==> config.mk <==
export PLATFORM = sky130hd
export DESIGN_NAME = dma_chain_walker
export DESIGN_NICKNAME = d
export VERILOG_FILES = /design/src/rtl/dma_chain_walker_pkg.sv /design/src/rtl/dcw_hdr_decode.sv /design/src/rtl/dcw_cost_acc.sv /design/src/rtl/dma_chain_walker.sv
export SDC_FILE = /design/constraint.sdc
export NUM_CORES = 1
export LEC_CHECK = 0
export ABC_AREA = 1
export CAP_MARGIN = 20
export CELL_PAD_IN_SITES_DETAIL_PLACEMENT = 0
export CELL_PAD_IN_SITES_GLOBAL_PLACEMENT = 1
export CORE_MARGIN = 4
export CORE_UTILIZATION = 45
export CTS_CLUSTER_SIZE = 25
export DETAILED_ROUTE_END_ITERATION = 16
export DONT_BUFFER_PORTS = 1
export PLACE_DENSITY_LB_ADDON = 0.3
export SLEW_MARGIN = 10
export SYNTH_ARGS = -nofsm -noshare
export SYNTH_HDL_FRONTEND = slang
export SYNTH_HIERARCHICAL = 1
export SYNTH_SLANG_ARGS = --single-unit
==> constraint.sdc <==
create_clock -name clk_i -period 6 [get_ports clk_i]
set_clock_uncertainty 0.05 [all_clocks]
set_input_delay 0 -clock clk_i [delete_from_list [all_inputs] [get_ports clk_i]]
set_output_delay 0 -clock clk_i [all_outputs]
set_load 0.005 [all_outputs]
==> src/rtl/dma_chain_walker_pkg.sv <==
package dma_chain_walker_pkg;

    typedef enum logic [2:0] {
        CW_IDLE,
        CW_CHECK,
        CW_HDR,
        CW_PRD,
        CW_PCAP,
        CW_POUT
    } cw_state_e;

endpackage

==> src/rtl/dcw_hdr_decode.sv <==
module dcw_hdr_decode #(
    parameter int DATA_W    = 32,
    parameter int PTR_W     = 24,
    parameter int LEN_W     = 8,
    parameter int COST_W    = 32,
    parameter int NODE_COST = 10,
    parameter int PAY_COST  = 5
) (
    input  logic [DATA_W-1:0] hdr_i,
    output logic [LEN_W-1:0]  len_o,
    output logic [PTR_W-1:0]  next_o,
    output logic [COST_W-1:0] cost_o
);
    localparam int LEN_LSB = DATA_W - LEN_W;

    always_comb begin
        len_o  = hdr_i[DATA_W-1:LEN_LSB];
        next_o = hdr_i[PTR_W-1:0];
        cost_o = COST_W'(NODE_COST);
        if (len_o != '0) begin
            cost_o = cost_o + COST_W'(PAY_COST) + COST_W'(len_o);
        end
    end

    logic unused_hdr;
    if (LEN_LSB > PTR_W) begin : g_gap
        assign unused_hdr = ^hdr_i[LEN_LSB-1:PTR_W];
    end else begin : g_nogap
        assign unused_hdr = 1'b0;
    end
endmodule

==> src/rtl/dcw_cost_acc.sv <==
module dcw_cost_acc #(
    parameter int COST_W = 32
) (
    input  logic              clk_i,
    input  logic              rst_ni,
    input  logic              clr_i,
    input  logic              add_i,
    input  logic [COST_W-1:0] val_i,
    output logic [COST_W-1:0] total_o
);
    logic [COST_W-1:0] total_d, total_q;

    always_comb begin
        total_d = total_q;
        if (clr_i) begin
            total_d = '0;
        end else if (add_i) begin
            total_d = total_q + val_i;
        end
    end

    always_ff @(posedge clk_i) begin
        if (!rst_ni) total_q <= '0;
        else         total_q <= total_d;
    end

    assign total_o = total_q;


    clr_zero_chk: assert property (@(posedge clk_i) disable iff (!rst_ni)
        clr_i |=> (total_o == '0));
endmodule

==> src/rtl/dma_chain_walker.sv <==
module dma_chain_walker
    import dma_chain_walker_pkg::*;
#(
    parameter int DATA_W    = 32,
    parameter int PTR_W     = 24,
    parameter int END_BIT   = 23,
    parameter int BYTE_AW   = 21,
    parameter int LEN_W     = 8,
    parameter int COST_W    = 32,
    parameter int NODE_COST = 10,
    parameter int PAY_COST  = 5,
    localparam int WORD_AW  = BYTE_AW - 2
) (
    input  logic               clk_i,
    input  logic               rst_ni,
    input  logic               start_i,
    input  logic [DATA_W-1:0]  start_addr_i,
    output logic               mem_rd_o,
    output logic [WORD_AW-1:0] mem_addr_o,
    input  logic [DATA_W-1:0]  mem_rdata_i,
    output logic               out_valid_o,
    input  logic               out_ready_i,
    output logic [DATA_W-1:0]  out_data_o,
    output logic               done_o,
    output logic [COST_W-1:0]  cycles_o
);
    typedef struct packed {
        cw_state_e          st;
        logic [PTR_W-1:0]   cur;
        logic [PTR_W-1:0]   nxt;
        logic [WORD_AW-1:0] ptr;
        logic [LEN_W-1:0]   rem;
        logic [DATA_W-1:0]  odata;
        logic               ovalid;
        logic               done;
    } regs_t;

    regs_t q, d;

    logic [LEN_W-1:0]  hdr_len;
    logic [PTR_W-1:0]  hdr_next;
    logic [COST_W-1:0] hdr_cost;
    logic              cost_clr, cost_add;

    dcw_hdr_decode #(
        .DATA_W(DATA_W), .PTR_W(PTR_W), .LEN_W(LEN_W), .COST_W(COST_W),
        .NODE_COST(NODE_COST), .PAY_COST(PAY_COST)
    ) u_hdr (
        .hdr_i (mem_rdata_i),
        .len_o (hdr_len),
        .next_o(hdr_next),
        .cost_o(hdr_cost)
    );

    dcw_cost_acc #(.COST_W(COST_W)) u_cost (
        .clk_i  (clk_i),
        .rst_ni (rst_ni),
        .clr_i  (cost_clr),
        .add_i  (cost_add),
        .val_i  (hdr_cost),
        .total_o(cycles_o)
    );

    always_comb begin
        d          = q;
        d.done     = 1'b0;
        mem_rd_o   = 1'b0;
        mem_addr_o = q.ptr;
        cost_clr   = 1'b0;
        cost_add   = 1'b0;
        case (q.st)
            CW_IDLE: begin
                if (start_i) begin
                    d.cur    = start_addr_i[PTR_W-1:0];
                    cost_clr = 1'b1;
                    d.st     = CW_CHECK;
                end
            end
            CW_CHECK: begin
                if (q.cur[END_BIT]) begin
                    d.done = 1'b1;
                    d.st   = CW_IDLE;
                end else begin
                    mem_rd_o   = 1'b1;
                    mem_addr_o = q.cur[BYTE_AW-1:2];
                    d.ptr      = q.cur[BYTE_AW-1:2] + WORD_AW'(1);
                    d.st       = CW_HDR;
                end
            end
            CW_HDR: begin
                cost_add = 1'b1;
                d.nxt    = hdr_next;
                d.rem    = hdr_len;
                if (hdr_len == '0) begin
                    d.cur = hdr_next;
                    d.st  = CW_CHECK;
                end else begin
                    d.st  = CW_PRD;
                end
            end
            CW_PRD: begin
                mem_rd_o = 1'b1;
                d.st     = CW_PCAP;
            end
            CW_PCAP: begin
                d.odata  = mem_rdata_i;
                d.ovalid = 1'b1;
                d.st     = CW_POUT;
            end
            CW_POUT: begin
                if (out_ready_i) begin
                    d.ovalid = 1'b0;
                    d.ptr    = q.ptr + WORD_AW'(1);
                    d.rem    = q.rem - LEN_W'(1);
                    if (q.rem == LEN_W'(1)) begin
                        d.cur = q.nxt;
                        d.st  = CW_CHECK;
                    end else begin
                        d.st  = CW_PRD;
                    end
                end
            end
            default: d.st = CW_IDLE;
        endcase
    end

    always_ff @(posedge clk_i) begin
        if (!rst_ni) begin
            q <= '{st: CW_IDLE, default: '0};
        end else begin
            q <= d;
        end
    end

    assign out_valid_o = q.ovalid;
    assign out_data_o  = q.odata;
    assign done_o      = q.done;

    logic unused_bits;
    assign unused_bits = ^{start_addr_i[DATA_W-1:PTR_W], q.cur[END_BIT-1:BYTE_AW],
                           q.cur[1:0]};


    out_hold_chk: assert property (@(posedge clk_i) disable iff (!rst_ni)
        (out_valid_o && !out_ready_i) |=> (out_valid_o && $stable(out_data_o)));


    done_pulse_chk: assert property (@(posedge clk_i) disable iff (!rst_ni)
        done_o |=> !done_o);


    port_excl_chk: assert property (@(posedge clk_i) disable iff (!rst_ni)
        $onehot0({mem_rd_o, out_valid_o, done_o}));


    cost_hold_chk: assert property (@(posedge clk_i) disable iff (!rst_ni)
        (q.st == CW_IDLE && !start_i) |=> $stable(cycles_o));


    end_stop_chk: assert property (@(posedge clk_i) disable iff (!rst_ni)
        (q.st == CW_CHECK && q.cur[END_BIT]) |=> (done_o && !mem_rd_o));
endmodule

[Yosys cells after proc, flatten, opt, wreduce, memory -nomap -nowiden]
Index checks and enable logic that the tools add are counted.
Operators by class
  add/sub/neg operators: 5
  eq/ne operators: 11
  multiplexer cells: 24
  bitwise logic cells: 1
  reductions and logical operators: 14
Operators with widths (number)
  $mux W27: 3
  $pmux W24 S3: 1
  $mux W19: 3
  $mux W24: 2
  $add A19 B1 Y19 const B: 2
  $pmux W19 S2: 1
  $add A32 B32 Y32: 1
  $mux W32: 1
  $pmux W3 S6: 1
  $pmux W8 S2: 1
  $ne A2 B2 Y1 const B: 5
  $add A4 B8 Y9 const A: 1
  $eq A8 B1 Y1 const B: 1
  $logic_not A8 Y1: 1
  $reduce_and A2 Y1: 4
  $reduce_bool A8 Y1: 1
  $sub A8 B1 Y8 const B: 1
  $eq A3 B2 Y1 const B: 2
  $eq A3 B3 Y1 const B: 2
  $mux W1: 6
  $mux W2: 3
  $reduce_bool A2 Y1: 3
  $reduce_and A5 Y1: 1
  $pmux W1 S2: 2
  6 further kinds: 6
Word-level totals
  register bits after elaboration: 144
  input port bits: 68
  output and inout bits: 86
  logic and storage cells: 64

[Longest topological paths before layout]
Gate-level depths: netlist of run 1.
  word-level depth: 4
  depth in mapped cells: 21
  gate-level depth less buffers: 21

[By module]
The synthesis of run 1 kept the hierarchy.
Modules (own cells, without submodules)
  dma_chain_walker: times used 1, cells an instance 825, area an instance 5566.6 µm², sequential area each 2082.0 µm²
  dcw_cost_acc: times used 1, cells an instance 678, area an instance 3664.8 µm², sequential area each 640.6 µm²
  dcw_hdr_decode: times used 1, cells an instance 100, area an instance 643.1 µm², sequential area each 0.0 µm²

[Worst setup path after synthesis of run 1]
Ideal clock, no wire load.
  kind: input -> register
  start: input mem_rdata_i[24]
  end: register u_cost.total_q[20], in the netlist u_cost/total_o[20]
  library setup time: 0.109 ns
  data arrival time: 1.893 ns
  required time: 5.841 ns
  path slack: 3.948 ns
  cell stages on the path: 19
  buffers on the path: 0
  cell sequence: inv_1 -> ha_1 -> nand2_4 -> inv_2 -> nand2_2 -> inv_2 -> nor2_2 -> ha_1 -> fa_1 -> nand3_1 -> nand3_1 -> nand3_1 -> nand3_2 -> nand3_1 -> nand2_1 -> nand2_1 -> nand3_1 -> nand2_1 -> inv_1
Between the ends
  word-level cells in the longest chain between the ends: 3
  elaborated cells between the ends (all ways): 4
  classes of those cells: add/sub: 2; mux: 1; reduce/logical: 1
Ends and longest elaborated chain
  start: declaration: line dma_chain_walker.sv:20  | input logic [DATA_W-1:0] mem_rdata_i,
  $add A4 B8 Y9 / $reduce_bool A8 Y1 (equally long branches): line dcw_hdr_decode.sv:21, dcw_hdr_decode.sv:20
  $mux W32 (*): line dcw_hdr_decode.sv:20  | if (len_o != '0) begin
  net hdr_cost[0]: line dma_chain_walker.sv:42  | logic [COST_W-1:0] hdr_cost;
  $add A32 B32 Y32 (*): line dcw_cost_acc.sv:18  | total_d = total_q + val_i;
  end signal: assignment: line dcw_cost_acc.sv:24  | else total_q <= total_d;
  end: declaration: line dcw_cost_acc.sv:11  | logic [COST_W-1:0] total_d, total_q;
Mark *: on every way through the listed nets, which the timed path passes. The rest lies on a longest branch.
A chain may end at the register's enable or synchronous reset.

[Worst setup path in the final report of run 1]
  start: register q[111] (netlist bit)
  end: register q[93] (netlist bit)
Between the ends
  word-level cells in the longest chain between the ends: 3
  elaborated cells between the ends (all ways): 10
  classes of those cells: eq/ne: 6; mux: 1; reduce/logical: 3
Ends and longest elaborated chain
  start: declaration: line dma_chain_walker.sv:38  | regs_t q, d;
  start signal: assignment: line dma_chain_walker.sv:129  | q <= '{st: CW_IDLE, default: '0};
  start signal: assignment: line dma_chain_walker.sv:131  | q <= d;
  $eq A3 B3 Y1, or another cell as far along: line dma_chain_walker.sv:71  | case (q.st)
  $ne A2 B2 Y1 (no line) / $reduce_bool A3 Y1 (equally long branches)
  $reduce_and A5 Y1 (no line)
Parallel ways exist; a longest one is shown, timed or not.

==> metrics.txt, run 1 <==
max_slew headroom 0.3031; GR peak layer met2; P_leak 5.404 nW; share of layout cells above drive strength 1 0.07326; via-per-instance ratio about 5.0; pin count of the biggest net entering global routing 74; Post-Syn Area around 9800 um^2; Setup-failing EPs final 0; Antenna diodes 0; area post-placement between 9000 and 10000 um^2; depth of the CTS H-tree 4; vias in the first global route 8767; Fin Setup TNS 0 ns; GPL Wtd Cong ~0.90; DIE WIDTH approximately 160 um; final hold vios 0; CTS max path bufs 2; Worst Setup End Kind flip-flop; clock-pin slew on the worst setup and hold paths approximately 0.070 ns; initial antenna violation count 1; clk sink count ~140; DPL Wire Length about 19000 um; DRC violations left 0; TritonCTS clock tree built; met3 Usage GRT 0.04716; Max stage delay on crit path about 0.97 ns; post-route cell area 10820 um^2; Avg Synthesized Cell Area 6.157 um^2; Initial Utilization 0.4625; CP Data Required Time around 6.3 ns; clock root buffer clkbuf_16; Port Buffers 0; CP max stage cell dfxtp_1; io pins 154; DR vias 9293; hold path start start_addr_i[17]; Startpoint Class flip-flop; Period minus WS final 3.199 ns; Least-Margin Pin Slew approximately 1.0 ns; Final Cycle Share 0.5332; ANT nets after route 0; Num CTS Buffers 17; core area ~21000 um^2; GR Util met1 0.2677; peak supply drop 0.1744 mV; HP Class primary input to flip-flop; Avg WL per Cell around 15 um; r2r setup slk about 2.8 ns; Post-CTS Hold Buffers slightly below 80; grt ovf 0; status finished, final reports clean; Ys Warns 6; Worst Path Arrival about 3.5 ns; met2 usage 0.3989; Setup Fix Bufs, Post-CTS 0; Critical Path Fanout Max between 40 and 50; count of pins over their slew limit 0; die area about 24000 um^2; crit path launch q[111]; Cells after Synth ~1600; worst skew pair latency 0.43 ns; Worst R2R Start q[111]; detailed router's first-iteration violation count 533; pwr/cell area 252.7 nW/um^2; chip height around 160 um; most numerous cell on the critical path nand2_1; row count between 50 and 60; Gates resized, CTS repair 0; P&R area growth vs syn 9.939%; RSZ-0062 raised after global routing no; worst hold slack 0.01375 ns; final WL about 27000 um; nets ~1700; crit path cell chain nor2_1 > nand2_1 > buf_4 > inv_2 > nand2_1 > nand3_1 > dlygate4sd3_1 > o21ai_0 > a21oi_1; first-pass GRT wire length between 40000 and 50000 um; FMAX roughly 0.31 GHz; Total GRT Usage 0.2234; TritonRoute pass-1 iters 5; maxcap violations 0; critical path type flip-flop to flip-flop
==> sequential cells by signal, summed over array words and instances, names as in the netlist <==
register,cells
done_o,1
out_data_o,32
out_valid_o,1
u_cost/total_o,32
q,70
==> layout by cell type (no fill, tap or decap), types with 2 or more instances in the layout <==
cell type,count
nand2_1,410
inv_1,220
nor2_1,201
dfxtp_1,136
nand3_1,111
o21ai_0,107
a21oi_1,79
dlygate4sd3_1,76
nand2_2,37
ha_1,35
conb_1,23
nand4_1,17
xor2_1,17
clkbuf_16,17
nor2_2,12
o21bai_1,10
inv_2,9
nor2_4,8
clkinv_8,8
o21ai_1,7
xnor2_1,5
buf_4,5
a211oi_1,4
nand3_2,4
and2_1,4
o211ai_1,4
inv_6,3
inv_8,3
nor3_1,2
a21oi_2,2
clkinv_1,2
nand3b_1,2
o31ai_1,2
buf_16,2
==> where the power goes <==
part / switching [W] / internal [W]
clock network: 0.000514 / 0.000569
logic: 0.000401 / 0.000214
registers: 0.0000603 / 0.000977
total: 0.000975 / 0.00176
==> final timing paths <==
kind / depth (start not counted) / to
setup / recovery: 9 / q[93]
hold / removal: 4 / q[102]
setup reg to reg: 9 / q[93]
hold reg to reg: 2 / q[79]
==> layout make-up <==
class / instances / area, um^2
inverter: 232 / 873.3
timing repair buffer: 83 / 853.3
fill: 2230 / 10460
sequential: 136 / 2723
tap: 275 / 344.1
clock inverter: 15 / 198.9
clock buffer: 17 / 425.4
multi-input combinational: 1114 / 5405
==> critical path: cells and delay by family (launching register included) <==
kind | cells | cell delay (ns)
simple gates | 4 | 0.55
flops | 1 | 0.97
buf+inv | 3 | 1.24
compound gates | 2 | 0.24
==> per-layer routing <==
metal  routed length, um  vias up
met1               11850     4191
met4                 601        2
met2               13550      195
li1                    -     4861
met5                  13        -
met3                1308       44
==> through the flow <==
| stage | power, W | utilization | cells | worst slack [ns] |
|---|---|---|---|---|
| after global placement | 0.001602 | 0.4407 | 1762 | 2.659 |
| after floorplan | 0.001531 | - | 1621 | 3.948 |
| after global routing | 0.002902 | 0.5084 | 1872 | 2.620 |
| after detailed placement | 0.001609 | 0.4407 | 1762 | 2.585 |
| final | 0.002735 | 0.5084 | 1872 | 2.801 |
| after CTS | 0.002761 | 0.5070 | 1871 | 2.566 |
Power figures use the tool's default switching activity.
==> inputs of run 2 (changes only) <==
==> constraint.sdc (replaced) <==
create_clock -name clk_i -period 3.2 [get_ports clk_i]
set_clock_uncertainty 0.05 [all_clocks]
set_input_delay 0 -clock clk_i [delete_from_list [all_inputs] [get_ports clk_i]]
set_output_delay 0 -clock clk_i [all_outputs]
set_load 0.005 [all_outputs]
==> metrics.txt, run 2 (synthesis gave the netlist of run 1 again) <==
status complete, but fails checks; failing checks hold timing; Clock Power Share 0.396 (about the same); P&R area growth vs syn 10.96%; die area 24310 um^2 (unchanged); worst skew pair latency 0.43 ns (about the same); TritonCTS clock tree built; first-pass GRT wire length 44500 um (+0.96%); Switching Share 0.3565 (about the same); CP Data Required Time 3.47 ns (-2.78 ns); number of cells after detailed placement 1771 (+0.51%); DPL Wire Length 19670 um (+2.7%); internal power 0.003323 W (+89%); Port Buffers 0 (unchanged); Sw Pwr 0.001841 W (+89%); Period minus WS final 2.567 ns (-0.6322 ns); most numerous cell on the critical path nand2_1; pwr/cell area 472.8 nW/um^2 (+87%); io pins 154 (unchanged); maxcap violations 0 (unchanged); Setup Fix Bufs, Post-CTS 0 (unchanged); Num CTS Buffers 17 (unchanged); critical path type flip-flop to flip-flop; core area 21290 um^2 (unchanged); count of pins over their slew limit 0 (unchanged); clock root buffer clkbuf_16; Largest register FFs 70 (unchanged); max_slew headroom 0.6040 (+0.3009); Biggest register q; share of layout cells above drive strength 1 0.07774 (+0.004474); most common cell after layout, fill and taps aside nand2_1; FMAX 0.3895 GHz (+25%); Avg WL per Cell 14.53 um (-0.42%); nets 1699 (+0.65%); most frequent cells in the layout nand2_1 (411), inv_1 (220), nor2_1 (201); GPL Wtd Cong 0.8766 (-3.0%); grt ovf 0 (unchanged); pin count of the biggest net entering global routing 73 (-1.4%); via-per-instance ratio 4.945 (-0.38%); Worst Setup End Kind flip-flop; DIE WIDTH 155.9 um (unchanged); Max stage delay on crit path 0.56 ns (-0.41 ns); row count 53 (unchanged); Worst R2R Start q[109]; CP bufs+invs 3 (unchanged); DR vias 9312 (+0.20%); chip height 155.9 um (unchanged); TritonRoute pass-1 iters 5 (unchanged); clock-pin slew on the worst setup and hold paths 0.07 ns (about the same); Comb pwr share 0.229 (+0.004); Least-Margin Pin Slew 0.5925 ns (-0.4503 ns); HP Class primary input to flip-flop; CTS max path bufs 2 (unchanged); crit path launch q[109]; Fin Setup TNS 0 ns (unchanged); peak supply drop 0.3303 mV (+89%); Antenna diodes 0 (unchanged); Startpoint Class flip-flop; depth of the CTS H-tree 4 (unchanged); initial antenna violation count 0 (-1); Critical Path Fanout Max 42 (-2.3%); Total GRT Usage 0.2251 (+0.001695); Initial Utilization 0.4625 (unchanged); crit path cell chain nor2_1 > nand2_1 > buf_4 > nand2_1 > nand2_2 > inv_1 > o21ai_0 > a31oi_1 > dlygate4sd3_1; vias in the first global route 8924 (+1.8%); worst hold slack -0.001387 ns (-0.01513 ns); RSZ-0062 raised after global routing no; hold path start start_addr_i[17]; Setup-failing EPs final 0 (unchanged); final non-filler cell total 1883 (+0.59%); DRC violations left 0 (unchanged); detailed router's first-iteration violation count 540 (+1.3%); Worst Path Arrival 2.83 ns (-0.62 ns); clk sink count 136 (unchanged); Final Cycle Share 0.8022 (+0.2690); P_leak 5.464 nW (+1.1%); final WL 27370 um (+0.16%); CP max stage cell dlygate4sd3_1; ANT nets after route 0 (unchanged); CP delay by family, top buffers and inverters; register share of total power 0.375 (-0.004); final hold vios 1 (+1)
[run 2: power by group through the flow]
stage          Clock [W]  Combinational (W)  Sequential, W
2_1_floorplan          0           0.000932        0.00194
3_3_place_gp           0            0.00105        0.00197
3_5_place_dp           0            0.00106        0.00198
4_1_cts          0.00210            0.00117        0.00194
5_1_grt          0.00217            0.00135        0.00196
6_report         0.00204            0.00118        0.00194
[run 2: layout make-up]
type	count	area, um^2
clock buffer	17	425.4
clock inverter	15	201.4
timing repair buffer	94	953.4
fill	2256	10360
tap	275	344.1
sequential	136	2723
inverter	232	873.3
multi-input combinational	1114	5403
[run 2: metal layers]
metal | routed length [um] | global-route usage | vias to the layer above
li1 | - | - | 4881
met1 | 11740 | 0.2670 | 4189
met2 | 13650 | 0.4044 | 205
met3 | 1342 | 0.04799 | 37
met4 | 635 | 0.07170 | 0
met5 | 0 | 0 | -
[run 2: worst paths after layout]
kind              slack (ns)     end  depth (start not counted)
setup reg to reg        0.63   q[36]                          9
hold reg to reg         0.42   q[84]                          2
hold / removal        -0.001  q[102]                          4
setup / recovery        0.63   q[36]                          9
[run 2: what timing repair did]
item / 4_1_cts / 5_1_grt
hold buffers: 78 / 1
hold endpoints to repair: 103 / 5
resized for setup: 0 / 0
[run 2: through the flow]
| stage | area [um^2] | utilization | setup slack, ns | power, W |
|---|---|---|---|---|
| floorplan | 9927 | - | 1.148 | 0.002870 |
| global placement | 9460 | 0.4444 | 0.7225 | 0.003027 |
| detailed placement | 9460 | 0.4444 | 0.7193 | 0.003040 |
| CTS | 10890 | 0.5114 | 0.6453 | 0.005207 |
| global route | 10920 | 0.5131 | 0.3930 | 0.005472 |
| finish | 10920 | 0.5131 | 0.6329 | 0.005164 |
[run 2: tightest hold or removal path, stage by stage]
cell and delay (ns):
nand3_1 0.06, nand3_1 0.08, o21ai_0 0.14, a21oi_1 0.15
==> inputs of run 3 (changes only) <==
==> constraint.sdc (replaced) <==
create_clock -name clk_i -period 2.6 [get_ports clk_i]
set_clock_uncertainty 0.05 [all_clocks]
set_input_delay 0 -clock clk_i [delete_from_list [all_inputs] [get_ports clk_i]]
set_output_delay 0 -clock clk_i [all_outputs]
set_load 0.005 [all_outputs]
==> metrics.txt, run 3 (synthesis gave the netlist of run 1 again) <==
TritonCTS clock tree built; Avg WL per Cell 14.69 um (+1.1%); failing checks hold timing; P_leak 5.399 nW (-1.2%); core area 21290 um^2 (unchanged); FMAX 0.4366 GHz; pwr/cell area 607.3 nW/um^2 (+28%); initial antenna violation count 1 (+1); pin count of the biggest net entering global routing 75 (+2.7%); Initial Utilization 0.4625 (unchanged); via-per-instance ratio 4.919 (-0.52%); status complete, but fails checks; Final Cycle Share 0.8808; Startpoint Class flip-flop; CTS max path bufs 2 (unchanged); detailed router's first-iteration violation count 595 (+10%); power consumption 0.006519 W (+26%); final hold vios 1 (unchanged); clk sink count 136 (unchanged); Setup-failing EPs final 0 (unchanged); GPL Wtd Cong 0.8932 (+1.9%); final WL 27370 um (about the same); grt ovf 0 (unchanged); Critical Path Fanout Max 36 (-14%); clock root buffer clkbuf_16; Worst Setup End Kind primary output; first-pass GRT wire length 44190 um (-0.70%); Biggest register q; die area 24310 um^2 (unchanged); CP delay by family, top buffers and inverters; max_slew headroom 0.6407 (+0.03666); count of pins over their slew limit 0 (unchanged); row count 53 (unchanged); DRC violations left 0 (unchanged); final non-filler cell total 1863 (-1.1%); worst skew pair latency 0.43 ns (about the same); CP bufs+invs 4 (+1); DPL Wire Length 19860 um (+0.96%); most numerous cell on the critical path buf_4; Setup Fix Bufs, Post-CTS 0 (unchanged); # fillers 2292 (+1.6%); Largest register FFs 70 (unchanged); P&R area growth vs syn 9.036%; maxcap violations 0 (unchanged); CP Data Required Time 2.55 ns (-0.92 ns); Antenna diodes 0 (unchanged); Total GRT Usage 0.2247 (-0.0003494); peak supply drop 0.3684 mV (+12%); Max stage delay on crit path 0.48 ns (-0.08 ns); CP max stage cell o21ai_0; most common cell after layout, fill and taps aside nand2_1; clock-pin slew on the worst setup and hold paths 0.07 ns (about the same); number of cells after detailed placement 1774 (+0.17%); io pins 154 (unchanged); Worst Path Arrival 2.24 ns (-0.59 ns); nets 1679 (-1.2%); HP Class primary input to flip-flop; Port Buffers 0 (unchanged); depth of the CTS H-tree 4 (unchanged); DIE WIDTH 155.9 um (unchanged); DR vias 9165 (-1.6%); Least-Margin Pin Slew 0.5333 ns (-0.05920 ns); Num CTS Buffers 17 (unchanged); crit path cell chain buf_4 > inv_1 > nor2_2 > inv_2 > nor2_1 > nand2_2 > buf_4 > o21ai_0; Period minus WS final ~2.3 ns; share of layout cells above drive strength 1 0.08060 (+0.002868); vias in the first global route 8563 (-4.0%); TritonRoute pass-1 iters 5 (unchanged); critical path type flip-flop to primary output; most frequent cells in the layout nand2_1 (411), inv_1 (220), nor2_1 (201); worst hold slack -0.02307 ns (-0.02168 ns); ANT nets after route 0 (unchanged); RSZ-0062 raised after global routing no; chip height 155.9 um (unchanged); Fin Setup TNS 0 ns (unchanged)
==> run 3: cell count changes in the layout (fill, tap and decap cells not counted), sizes merged <==
cell	delta
clkinv	-8
inv	+5
buf	+3
bufinv	+3
dlygate4sd3	-23
==> run 3: per-layer routing <==
| layer | vias up | part of all wire | global-route usage |
|---|---|---|---|
| met5 | - | 0.00048 | 0 |
| met4 | 2 | 0.019 | 0.06169 |
| met3 | 37 | 0.044 | 0.04078 |
| met2 | 186 | 0.50 | 0.4077 |
| met1 | 4108 | 0.44 | 0.2717 |
| li1 | 4832 | - | - |
==> run 3: path summary, 6_finish.rpt <==
kind / from / to / slack [ns] / cells past startpoint
max: q[109] / mem_addr_o[0] / 0.31 / 8
min: start_addr_i[15] / q[100] / -0.02 / 4
max reg2reg: q[110] / q[94] / 0.31 / 10
min reg2reg: q[76] / q[76] / 0.41 / 2
==> run 3: per-stage QoR <==
| stage | utilization | setup slack (ns) | instance area, um^2 | hold slack (ns) |
|---|---|---|---|---|
| after floorplan | - | 0.5481 | 9927 | 0.1158 |
| after global placement | 0.4461 | 0.2583 | 9495 | 0.1191 |
| after detailed placement | 0.4461 | 0.2369 | 9495 | 0.1203 |
| after CTS | 0.5036 | 0.2656 | 10720 | 0.003670 |
| after global routing | 0.5043 | 0.01963 | 10730 | 0.01153 |
| final | 0.5043 | 0.3098 | 10730 | -0.02307 |
==> run 3: worst reg2reg max path, delay by kind of cell (launching register included) <==
family | cells | cell delay (ns)
DFF | 1 | 0.34
buffers and inverters | 3 | 0.53
and+or+nand+nor | 3 | 0.84
AOI/OAI and AO/OA | 4 | 0.46
==> run 3: power breakdown <==
part / internal [W] / leakage [nW] / switching, W
clock network: 0.00158 / 0.319 / 0.00112
registers: 0.00226 / 1.11 / 0.000124
logic: 0.000497 / 3.97 / 0.000948
total: 0.00433 / 5.40 / 0.00219
==> run 3: repair_timing <==
item / 4_1_cts / 5_1_grt
hold buffers: 56 / 0
hold endpoints to repair: 105 / 0
endpoints found under the setup margin: 0 / 0
resized for setup: 0 / 0
==> run 3: area by class of cell <==
type | instances | area, um^2 | area share
Clock buffer | 17 | 425.4 | 0.03963
Clock inverter | 15 | 220.2 | 0.02052
Inverter | 232 | 873.3 | 0.08136
Multi-Input combinational cell | 1114 | 5403 | 0.5033
Sequential cell | 136 | 2723 | 0.2536
Tap cell | 275 | 344.1 | 0.03206
Timing Repair Buffer | 74 | 745.7 | 0.06947
